==> config.mk <==
export PLATFORM = sky130hd
export DESIGN_NAME = flash_pe_seq
export DESIGN_NICKNAME = d
export VERILOG_FILES = /design/src/rtl/fpe_pkg.sv /design/src/rtl/fpe_chunk_len.sv /design/src/rtl/fpe_range_chk.sv /design/src/rtl/fpe_poll_ctr.sv /design/src/rtl/flash_pe_seq.sv
export SDC_FILE = /design/constraint.sdc
export NUM_CORES = 1
export LEC_CHECK = 0
export BUFFER_PORTS_ARGS = -buffer_cell sky130_fd_sc_hd__clkbuf_2
export CAP_MARGIN = 10
export CORE_UTILIZATION = 60
export CTS_BUF_LIST = sky130_fd_sc_hd__clkbuf_2
export DETAILED_ROUTE_END_ITERATION = 6
export PLACE_DENSITY_LB_ADDON = 0.1
export REMOVE_ABC_BUFFERS = 1
export SLEW_MARGIN = 20
export SYNTH_ARGS = -nofsm -noshare
export SYNTH_HDL_FRONTEND = slang
export SYNTH_SLANG_ARGS = --single-unit
==> constraint.sdc <==
create_clock -name clk -period 14.5 [get_ports clk]
set_clock_uncertainty 0.05 [all_clocks]
set_input_delay 1.45 -clock clk [delete_from_list [all_inputs] [get_ports clk]]
set_output_delay 1.45 -clock clk [all_outputs]
set_load 0.02 [all_outputs]
==> src/rtl/fpe_pkg.sv <==
package fpe_pkg;
  typedef enum logic [2:0] {
    RES_OK      = 3'd0,
    RES_INVALID = 3'd1,
    RES_DENIED  = 3'd2,
    RES_BUSY    = 3'd3,
    RES_TIMEOUT = 3'd4
  } fpe_res_e;

  typedef enum logic [3:0] {
    ST_IDLE, ST_STEP, ST_SR_OP, ST_SR_RD, ST_WREN, ST_CMD, ST_ADDR, ST_DATA
  } fpe_state_e;

  typedef enum logic [1:0] {PH_PRE, PH_WEL, PH_POST} fpe_phase_e;

  localparam logic [7:0] OP_RDSR   = 8'h05;
  localparam logic [7:0] OP_WREN   = 8'h06;
  localparam logic [7:0] OP_PROG   = 8'h02;
  localparam logic [7:0] OP_SERASE = 8'h20;
  localparam int SR_BUSY_BIT = 0;
  localparam int SR_WEL_BIT  = 1;
endpackage

==> src/rtl/fpe_chunk_len.sv <==
module fpe_chunk_len #(
  parameter int LW           = 25,
  parameter int PAGE_BYTES   = 256,
  parameter int SECTOR_BYTES = 4096,
  localparam int PG_W        = $clog2(PAGE_BYTES)
) (
  input  logic [PG_W-1:0] page_off,
  input  logic [LW-1:0]   remain,
  input  logic            erase,
  output logic [LW-1:0]   step_len
);
  logic [LW-1:0] room;
  logic [LW-1:0] cap;

  always_comb begin
    room     = LW'(PAGE_BYTES) - LW'(page_off);
    cap      = erase ? LW'(SECTOR_BYTES) : room;
    step_len = (remain < cap) ? remain : cap;
  end
endmodule

==> src/rtl/fpe_range_chk.sv <==
module fpe_range_chk #(
  parameter int AW          = 24,
  parameter int LW          = 25,
  parameter int FLASH_BYTES = 1 << 20
) (
  input  logic [AW-1:0] base,
  input  logic [LW-1:0] span,
  input  logic [AW-1:0] win_base,
  input  logic [LW-1:0] win_span,
  output logic          out_of_range,
  output logic          overlaps
);
  localparam int SW = AW + 2;
  logic [SW-1:0] s_lo, s_hi, w_lo, w_hi, lo, hi;

  always_comb begin
    s_lo = SW'(base);
    s_hi = SW'(base) + SW'(span);
    w_lo = SW'(win_base);
    w_hi = SW'(win_base) + SW'(win_span);
    lo   = (s_lo > w_lo) ? s_lo : w_lo;
    hi   = (s_hi < w_hi) ? s_hi : w_hi;
    overlaps     = lo < hi;
    out_of_range = s_hi > SW'(FLASH_BYTES);
  end
endmodule

==> src/rtl/fpe_poll_ctr.sv <==
module fpe_poll_ctr #(
  parameter int POLL_MAX = 1000,
  localparam int CW      = $clog2(POLL_MAX + 1)
) (
  input  logic          clk,
  input  logic          rst,
  input  logic          clr,
  input  logic          inc,
  output logic [CW-1:0] count,
  output logic          at_limit
);
  always_ff @(posedge clk) begin
    if (rst || clr) count <= '0;
    else if (inc)   count <= count + CW'(1);
  end

  assign at_limit = (count == CW'(POLL_MAX - 1));
endmodule

==> src/rtl/flash_pe_seq.sv <==
module flash_pe_seq
  import fpe_pkg::*;
#(
  parameter int AW           = 24,
  parameter int PAGE_BYTES   = 256,
  parameter int SECTOR_BYTES = 4096,
  parameter int FLASH_BYTES  = 1 << 20,
  parameter int MIN_WRITE    = 4,
  parameter int POLL_MAX     = 1000,
  localparam int LW          = AW + 1,
  localparam int PG_W        = $clog2(PAGE_BYTES),
  localparam int CW          = $clog2(POLL_MAX + 1)
) (
  input  logic          clk,
  input  logic          rst,
  input  logic          req_valid,
  output logic          req_ready,
  input  logic          req_erase,
  input  logic [AW-1:0] req_offset,
  input  logic [LW-1:0] req_length,
  input  logic          wdat_valid,
  input  logic [7:0]    wdat_byte,
  output logic          wdat_take,
  input  logic [AW-1:0] prot_base,
  input  logic [LW-1:0] prot_size,
  input  logic          lock_all,
  output logic          xfer_valid,
  input  logic          xfer_ready,
  output logic [7:0]    xfer_byte,
  output logic          xfer_rd,
  output logic          xfer_last,
  input  logic [7:0]    xfer_rdata,
  output logic          done,
  output logic [2:0]    result
);
  fpe_state_e    state;
  fpe_phase_e    phase;
  logic          erase_q;
  logic [AW-1:0] cur_off;
  logic [LW-1:0] remain;
  logic [LW-1:0] chunk_q;
  logic [LW-1:0] dcnt;
  logic [1:0]    aidx;
  logic          done_q;
  fpe_res_e      res_q;

  logic [LW-1:0] step_len;
  logic [AW-1:0] rc_base;
  logic [LW-1:0] rc_span;
  logic          rc_oob, rc_overlap;
  logic          align_bad;
  logic          poll_clr, poll_inc, poll_limit;
  logic [CW-1:0] poll_count;
  logic [23:0]   addr24;
  logic          sr_busy, sr_wel;
  logic [5:0]    unused_sr;

  fpe_chunk_len #(.LW(LW), .PAGE_BYTES(PAGE_BYTES), .SECTOR_BYTES(SECTOR_BYTES)) u_chunk (
    .page_off(cur_off[PG_W-1:0]), .remain(remain), .erase(erase_q), .step_len(step_len));

  assign rc_base = (state == ST_IDLE) ? req_offset : cur_off;
  assign rc_span = (state == ST_IDLE) ? req_length : step_len;

  fpe_range_chk #(.AW(AW), .LW(LW), .FLASH_BYTES(FLASH_BYTES)) u_range (
    .base(rc_base), .span(rc_span), .win_base(prot_base), .win_span(prot_size),
    .out_of_range(rc_oob), .overlaps(rc_overlap));

  fpe_poll_ctr #(.POLL_MAX(POLL_MAX)) u_poll (
    .clk(clk), .rst(rst), .clr(poll_clr), .inc(poll_inc),
    .count(poll_count), .at_limit(poll_limit));

  assign sr_busy   = xfer_rdata[SR_BUSY_BIT];
  assign sr_wel    = xfer_rdata[SR_WEL_BIT];
  assign unused_sr = xfer_rdata[7:2];
  assign addr24    = 24'(cur_off);

  always_comb begin
    if (req_erase) align_bad = (({1'b0, req_offset} | req_length) & LW'(SECTOR_BYTES - 1)) != '0;
    else           align_bad = (({1'b0, req_offset} | req_length) & LW'(MIN_WRITE - 1)) != '0;
  end

  assign poll_clr = (state == ST_STEP) || (state == ST_SR_RD && xfer_ready && !sr_busy);
  assign poll_inc = (state == ST_SR_RD) && xfer_ready && sr_busy && !poll_limit;

  always_comb begin
    xfer_valid = 1'b0;
    xfer_byte  = 8'h00;
    xfer_rd    = 1'b0;
    xfer_last  = 1'b0;
    unique case (state)
      ST_SR_OP: begin xfer_valid = 1'b1; xfer_byte = OP_RDSR; end
      ST_SR_RD: begin xfer_valid = 1'b1; xfer_rd = 1'b1; xfer_last = 1'b1; end
      ST_WREN:  begin xfer_valid = 1'b1; xfer_byte = OP_WREN; xfer_last = 1'b1; end
      ST_CMD:   begin xfer_valid = 1'b1; xfer_byte = erase_q ? OP_SERASE : OP_PROG; end
      ST_ADDR: begin
        xfer_valid = 1'b1;
        xfer_last  = erase_q && (aidx == 2'd0);
        case (aidx)
          2'd2:    xfer_byte = addr24[23:16];
          2'd1:    xfer_byte = addr24[15:8];
          default: xfer_byte = addr24[7:0];
        endcase
      end
      ST_DATA: begin
        xfer_valid = wdat_valid;
        xfer_byte  = wdat_byte;
        xfer_last  = (dcnt == chunk_q - LW'(1));
      end
      default: ;
    endcase
  end

  assign wdat_take = (state == ST_DATA) && xfer_valid && xfer_ready;

  always_ff @(posedge clk) begin
    if (rst) begin
      state   <= ST_IDLE;
      phase   <= PH_PRE;
      erase_q <= 1'b0;
      cur_off <= '0;
      remain  <= '0;
      chunk_q <= '0;
      dcnt    <= '0;
      aidx    <= 2'd2;
      done_q  <= 1'b0;
      res_q   <= RES_OK;
    end else begin
      done_q <= 1'b0;
      unique case (state)
        ST_IDLE: if (req_valid) begin
          erase_q <= req_erase;
          cur_off <= req_offset;
          remain  <= req_length;
          if (rc_oob || align_bad) begin done_q <= 1'b1; res_q <= RES_INVALID; end
          else if (lock_all)       begin done_q <= 1'b1; res_q <= RES_DENIED; end
          else if (req_length == '0) begin done_q <= 1'b1; res_q <= RES_OK; end
          else state <= ST_STEP;
        end
        ST_STEP: begin
          if (remain == '0) begin done_q <= 1'b1; res_q <= RES_OK; state <= ST_IDLE; end
          else if (rc_oob) begin done_q <= 1'b1; res_q <= RES_INVALID; state <= ST_IDLE; end
          else if (rc_overlap) begin done_q <= 1'b1; res_q <= RES_DENIED; state <= ST_IDLE; end
          else begin chunk_q <= step_len; phase <= PH_PRE; state <= ST_SR_OP; end
        end
        ST_SR_OP: if (xfer_ready) state <= ST_SR_RD;
        ST_SR_RD: if (xfer_ready) begin
          if (sr_busy) begin
            if (poll_limit) begin done_q <= 1'b1; res_q <= RES_TIMEOUT; state <= ST_IDLE; end
            else state <= ST_SR_OP;
          end else begin
            unique case (phase)
              PH_PRE: state <= ST_WREN;
              PH_WEL: if (sr_wel) state <= ST_CMD;
                      else begin done_q <= 1'b1; res_q <= RES_BUSY; state <= ST_IDLE; end
              default: begin
                cur_off <= cur_off + AW'(chunk_q);
                remain  <= remain - chunk_q;
                state   <= ST_STEP;
              end
            endcase
          end
        end
        ST_WREN: if (xfer_ready) begin phase <= PH_WEL; state <= ST_SR_OP; end
        ST_CMD:  if (xfer_ready) begin aidx <= 2'd2; state <= ST_ADDR; end
        ST_ADDR: if (xfer_ready) begin
          aidx <= aidx - 2'd1;
          if (aidx == 2'd0) begin
            dcnt <= '0;
            if (erase_q) begin phase <= PH_POST; state <= ST_SR_OP; end
            else state <= ST_DATA;
          end
        end
        ST_DATA: if (xfer_valid && xfer_ready) begin
          dcnt <= dcnt + LW'(1);
          if (xfer_last) begin phase <= PH_POST; state <= ST_SR_OP; end
        end
        default: state <= ST_IDLE;
      endcase
    end
  end

  assign req_ready = (state == ST_IDLE);
  assign done      = done_q;
  assign result    = res_q;
endmodule

==> results of run 1 <==
worst max path at each step:
stage / start / to / depth (start not counted)
final: erase_q / result[2] / 48
after CTS: erase_q / result[2] / 46
after global placement: erase_q / result[2] / 46
after floorplan: state[0] / chunk_q[0] / 36
after detailed placement: erase_q / result[2] / 46
after global routing: erase_q / result[2] / 48
state kept, by name, summed over array words and instances (netlist names):
signal and count:
chunk_q 25, dcnt 25, remain 25, addr24 24
u_poll.count 10, result 3, state 3, aidx 2
phase 2, done 1, erase_q 1
stage by stage:
step	std cells	instance area, sq um	hold slack [ns]	total power (W)
final	2420	15500	0.420	0.00112
after global routing	2420	15500	0.453	0.00120
after CTS	2420	15500	0.425	0.00111
after detailed placement	2390	15300	0.401	0.000877
after global placement	2390	15300	0.394	0.000863
after floorplan	1925	14100	0.393	0.000733
power by group:
part           leakage [nW]  switching, W  internal (W)
clock                 0.138      0.000138     0.0000930
combinational          5.78      0.000315      0.000218
sequential            0.988     0.0000144      0.000343
area by class of cell:
type / instances / area, sq um / share of cell area
clock buffers: 19 / 95.1 / 0.00612
clock inverters: 11 / 131 / 0.00846
inverters: 107 / 402 / 0.0259
multi-input cells: 1697 / 11300 / 0.728
flip-flops and latches: 121 / 2420 / 0.156
well taps: 319 / 399 / 0.0257
repair buffers: 146 / 768 / 0.0495
logic make-up (layout without fill, tap and decap cells):
group,after synthesis,count (layout)
buffers and inverters,184,283
AND/OR/NAND/NOR,759,759
adder cells (fa/ha/maj),187,187
flip-flops,121,121
AO/OA/AOI/OAI,571,571
multiplexers,44,44
XOR/XNOR,136,136
routing by layer:
layer	wire [um]	track usage	share of wire	vias up
met3	4020	0.0771	0.092	94
met5	0	0	0	-
met2	18800	0.551	0.43	644
met4	1250	0.113	0.029	0
li1	-	-	-	7468
met1	19400	0.478	0.45	7028
layout by cell type, fill, tap and decap left out, types with 5 or more instances in the layout:
master      n
nor2_1    236
nand2_1   219
a21oi_1   185
ha_1      183
clkbuf_2  150
dfxtp_1   121
o21ai_0   109
inv_1     107
xnor2_1    72
xor2_1     64
nor3_1     57
nand3_1    56
a21o_1     37
a211oi_1   37
o21a_1     29
nand4_1    26
nor4_1     23
and3_1     23
mux2_2     23
mux2i_1    21
and2_1     21
or3_1      21
o211ai_1   20
a31oi_1    19
nor2b_1    17
nand2b_1   17
o31ai_1    15
a311oi_1   15
buf_4      15
a22oi_1    11
o31a_1     10
a211oi_2   10
or2_2       9
a221oi_1    5
o311ai_0    5
a211o_1     5
critical path: cells and delay by family (launching register included):
family	cells	cell delay [ns]
and+or+nand+nor	14	3.99
muxes	2	0.55
DFF	1	0.73
adders and majority gates	5	1.21
buffers and inverters	5	1.07
AOI/OAI and AO/OA	22	4.52
==> flow_summary.toml, run 1 <==
[place]
gp_congestion = 0.952
hpwl_um = 34100
port_buffers = 131
post-place-ws_ns = 2.43

[critical_path]
slowest_delay_ns = 0.76
setup.worst_path.start_class = "register"
cp_max_fo = 23
reg2reg_from = "erase_q"
critPathArrivalTime_ns = 12.84
required_ns = 15.15
r2r_end = "result[2]"
crit_type = "reg -> reg"
rr_worst_depth = 48
worstSetupEndpointType = "register"
reg2reg_slack_ns = 2.30
worst_path_max_delay_cell = "nor2_2"
cp_common_cell = "a21oi_1"

[clock_network]
cts_made_buffers = 17
clk-insertion-delay-late_ns = 0.75
clkSinkCount = 121
cts_tree = "built"
clkTransAtPathRegs_ns = 0.20
post-cts-setup-buffer-count = 0
cts_resized = 0
clockBufferDepth = 2
clockRootBuffer = "clkbuf_2"
htreeDepth = 4
hold_buffers = 0

[synth]
ys_warn_count = 0
synth_xor_area_frac = 0.0826
synth_fa_ha_area_frac = 0.164
synth_top_family_by_area = "compound AO/OA/AOI/OAI gates"
avgSynthCellArea_sq_um = 7.20
syn_inst = 2002
synth.largest_area_cell = "dfxtp_1"
synthSimpleGateAreaFrac = 0.246
netlist_area_sq_um = 14400
synthTopCellsByArea = "dfxtp_1, ha_1, a21oi_1, nor2_1, nand2_1"
muxShareOfSynthArea = 0.0326
synthTopCellsByCount = "nor2_1, nand2_1, a21oi_1"
ys_seq_area_frac = 0.168
ys_types = 82
synth_top_area_frac = 0.168
synth_seq_cells = 121
synthArstFlopShare = 0
synth_most_common_cell = "nor2_1"
synth_edf_count = 0
synth-compound-area-share = 0.257
ys.flop_type = "dfxtp_1"

[global_routing]
grt_max_degree = 74
grt_pass1_wl_um = 68600
grt_pass1_vias = 13600
grt_usage = 0.352
grt_overflow = 0
antenna_found_initial = 0

[worst_hold_path]
hp-start = "result[1]"
hold_end = "result[1]"
min_path_type = "reg -> reg"
hold_path_depth = 2

[layout]
drive_above_1_share = 0.109
syn_to_final_growth_pct = 7.77
n_fill_cell = 2226
final_util = 0.660
n_antenna_cell = 0
nets = 2398

[timing]
fin_tns_setup_ns = 0
slew_viol_final = 0
rsz0062_at_grt = "no"
hold_violations = 0
fmax_ghz = 0.0820
finalSetupViolations = 0
final.setup.worst_slack_ns = 2.30
tightest_slew_ns = 1.00
period_needed_ns = 12.20
finalCritPeriodShare = 0.841
relSlewSlack = 0.332

[detailed_routing]
detail-route-antenna-nets = 0
wl_per_cell_um = 18.0
wl_um = 43500
first_iter_violations = 1472
drt_first_pass_iters = 5
drc = 0
vias = 15200
avgViaCountPerCell = 6.30

[floorplanning]
die_area_sq_um = 24600
die_w_um = 157
die_h_um = 157
core-area_sq_um = 23500
ioPinCount = 138
num_rows = 56
initial_core_util = 0.612

[power]
p_per_area_nw_per_um2 = 72.1
peakVddDrop_mv = 0.0517
p_leak_nw = 6.91

[job]
max-cap-violations = 0

[run_status]
outcome = "finished clean"
Power figures use the tool's default switching activity.
==> run 2: changes to the inputs <==
--- a/config.mk
+++ b/config.mk
@@ -7,7 +7,7 @@
 export LEC_CHECK = 0
 export BUFFER_PORTS_ARGS = -buffer_cell sky130_fd_sc_hd__clkbuf_2
 export CAP_MARGIN = 10
-export CORE_UTILIZATION = 60
+export CORE_UTILIZATION = 57
 export CTS_BUF_LIST = sky130_fd_sc_hd__clkbuf_2
 export DETAILED_ROUTE_END_ITERATION = 6
 export PLACE_DENSITY_LB_ADDON = 0.1
==> constraint.sdc (replaced) <==
create_clock -name clk -period 10.55 [get_ports clk]
set_clock_uncertainty 0.05 [all_clocks]
set_input_delay 1.055 -clock clk [delete_from_list [all_inputs] [get_ports clk]]
set_output_delay 1.055 -clock clk [all_outputs]
set_load 0.02 [all_outputs]
==> run 2 against run 1 <==
Net effect:
- sequential power is 37% higher
- count of clock-buffer cells in the layout down 1
- maximum frequency is 22% higher
- design area up 2.1%
- largest power group unchanged
- via count up 0.16%
- combinational power grew 42%
- clock power increased by 64%
- non-clock buffer count rose by 14
==> flow_summary.toml, run 2 (synthesized netlist as in run 1, its figures left out) <==
[critical_path]
slowest_delay_ns = 0.45
reg2reg_from = "addr24[0]"
crit_type = "reg -> reg"
cp-startpoint = "addr24[0]"
cp_max_fo = 21
critPathArrivalTime_ns = 10.57
reg2reg_slack_ns = 0.59
setup.worst_path.start_class = "register"
required_ns = 11.15
rr_worst_depth = 50
worstSetupEndpointType = "register"
worst_path_max_delay_cell = "dfxtp_4"

[floorplanning]
die_h_um = 161
ioPinCount = 138
num_rows = 57
core-area_sq_um = 24500
die_w_um = 161
die_area_sq_um = 25900
initial_core_util = 0.587

[layout]
n_antenna_cell = 0
final_cell_mix = "nor2_1, nand2_1, a21oi_1, ha_1, clkbuf_2"
final_util = 0.646
drive_above_1_share = 0.123
syn_to_final_growth_pct = 10.0
top_regs = "chunk_q (25), dcnt (25), remain (25)"
nets = 2412
final_common_cell = "nor2_1"

[clock_network]
clockBufferDepth = 2
clkTransAtPathRegs_ns = 0.23
clockRootBuffer = "clkbuf_2"
clk-insertion-delay-late_ns = 0.75
htreeDepth = 4
cts_tree = "built"
hold_buffers = 0
cts_made_buffers = 17
clkSinkCount = 121

[detailed_routing]
first_iter_violations = 1406
wl_per_cell_um = 18.3
drc = 0
wl_um = 44700
avgViaCountPerCell = 6.25
vias = 15300
drt_first_pass_iters = 7
detail-route-antenna-nets = 0

[worst_hold_path]
hp-start = "result[1]"
min_path_type = "reg -> reg"
hold_path_depth = 2

[global_routing]
grt_usage = 0.336
grt_max_degree = 74
grt_pass1_vias = 13500
grt_overflow = 0
antenna_found_initial = 0
grt_pass1_wl_um = 69800

[power]
power_frac_seq = 0.302
total_power_w = 0.00162
clockPowerShare = 0.232
p_leak_nw = 7.03
peakVddDrop_mv = 0.0554
p_sw_w = 0.000662
p_int_w = 0.000961
p_per_area_nw_per_um2 = 102
p_comb_frac = 0.466
switching_share = 0.408

[timing]
fin_tns_setup_ns = 0
fmax_ghz = 0.100
finalCritPeriodShare = 0.944
relSlewSlack = 0.440
finalSetupViolations = 0
period_needed_ns = 9.96
slew_viol_final = 0
hold_violations = 0
tightest_slew_ns = 0.837
holdWs_ns = 0.422

[place]
gp_congestion = 0.951
hpwl_um = 34400
port_buffers = 131

[run_status]
outcome = "finished clean"

[job]
max-cap-violations = 0
run 2: final cells by class:
cell class | count | area (sq um)
flip-flops and latches | 121 | 2430
clock inverters | 13 | 203
repair buffers | 160 | 950
clock buffers | 18 | 90.1
fillers | 2298 | 8670
well taps | 324 | 405
multi-input cells | 1697 | 11400
inverters | 107 | 402
run 2: layer usage:
metal | track usage | wire (um) | share of wire | vias to the layer above
met5 | 0 | 0 | 0 | -
li1 | - | - | - | 7475
met2 | 0.522 | 19200 | 0.43 | 632
met3 | 0.0706 | 4380 | 0.098 | 70
met4 | 0.0815 | 1070 | 0.024 | 0
met1 | 0.472 | 20000 | 0.45 | 7082
run 2: through the flow:
| step | cell area (sq um) | setup slack, ns | std cells |
|---|---|---|---|
| after global placement | 15400 | 0.538 | 2406 |
| final | 15900 | 0.587 | 2440 |
| after CTS | 15700 | 0.218 | 2437 |
| after floorplan | 14100 | -0.373 | 1925 |
| after detailed placement | 15400 | 0.336 | 2406 |
| after global routing | 15900 | -0.0427 | 2440 |
run 2: path summary, 6_finish.rpt:
| check | end |
|---|---|
| worst max-delay path | chunk_q[5] |
| worst min register to register | result[1] |
| worst max register to register | chunk_q[5] |
| worst min-delay path | result[1] |
run 2: power by group through the flow:
stage	Clock (W)	Combinational, W	Sequential, W
6_report	0.000377	0.000756	0.000490
5_1_grt	0.000399	0.000841	0.000492
4_1_cts	0.000382	0.000718	0.000489
3_5_place_dp	0	0.000712	0.000498
3_3_place_gp	0	0.000694	0.000498
2_1_floorplan	0	0.000515	0.000493
run 2: what timing repair did:
action	in CTS	in global routing
buffers inserted	0	1
gates resized for setup	0	19
setup endpoints to repair	0	32
run 2: critical path, delay by kind of cell (launching register included):
kind	cells	cell delay, ns
buf+inv	8	1.22
simple gates	8	1.24
compound gates	26	5.02
xor+xnor	1	0.16
flops	1	0.45
fa+ha+maj	5	1.34
mux	2	0.36
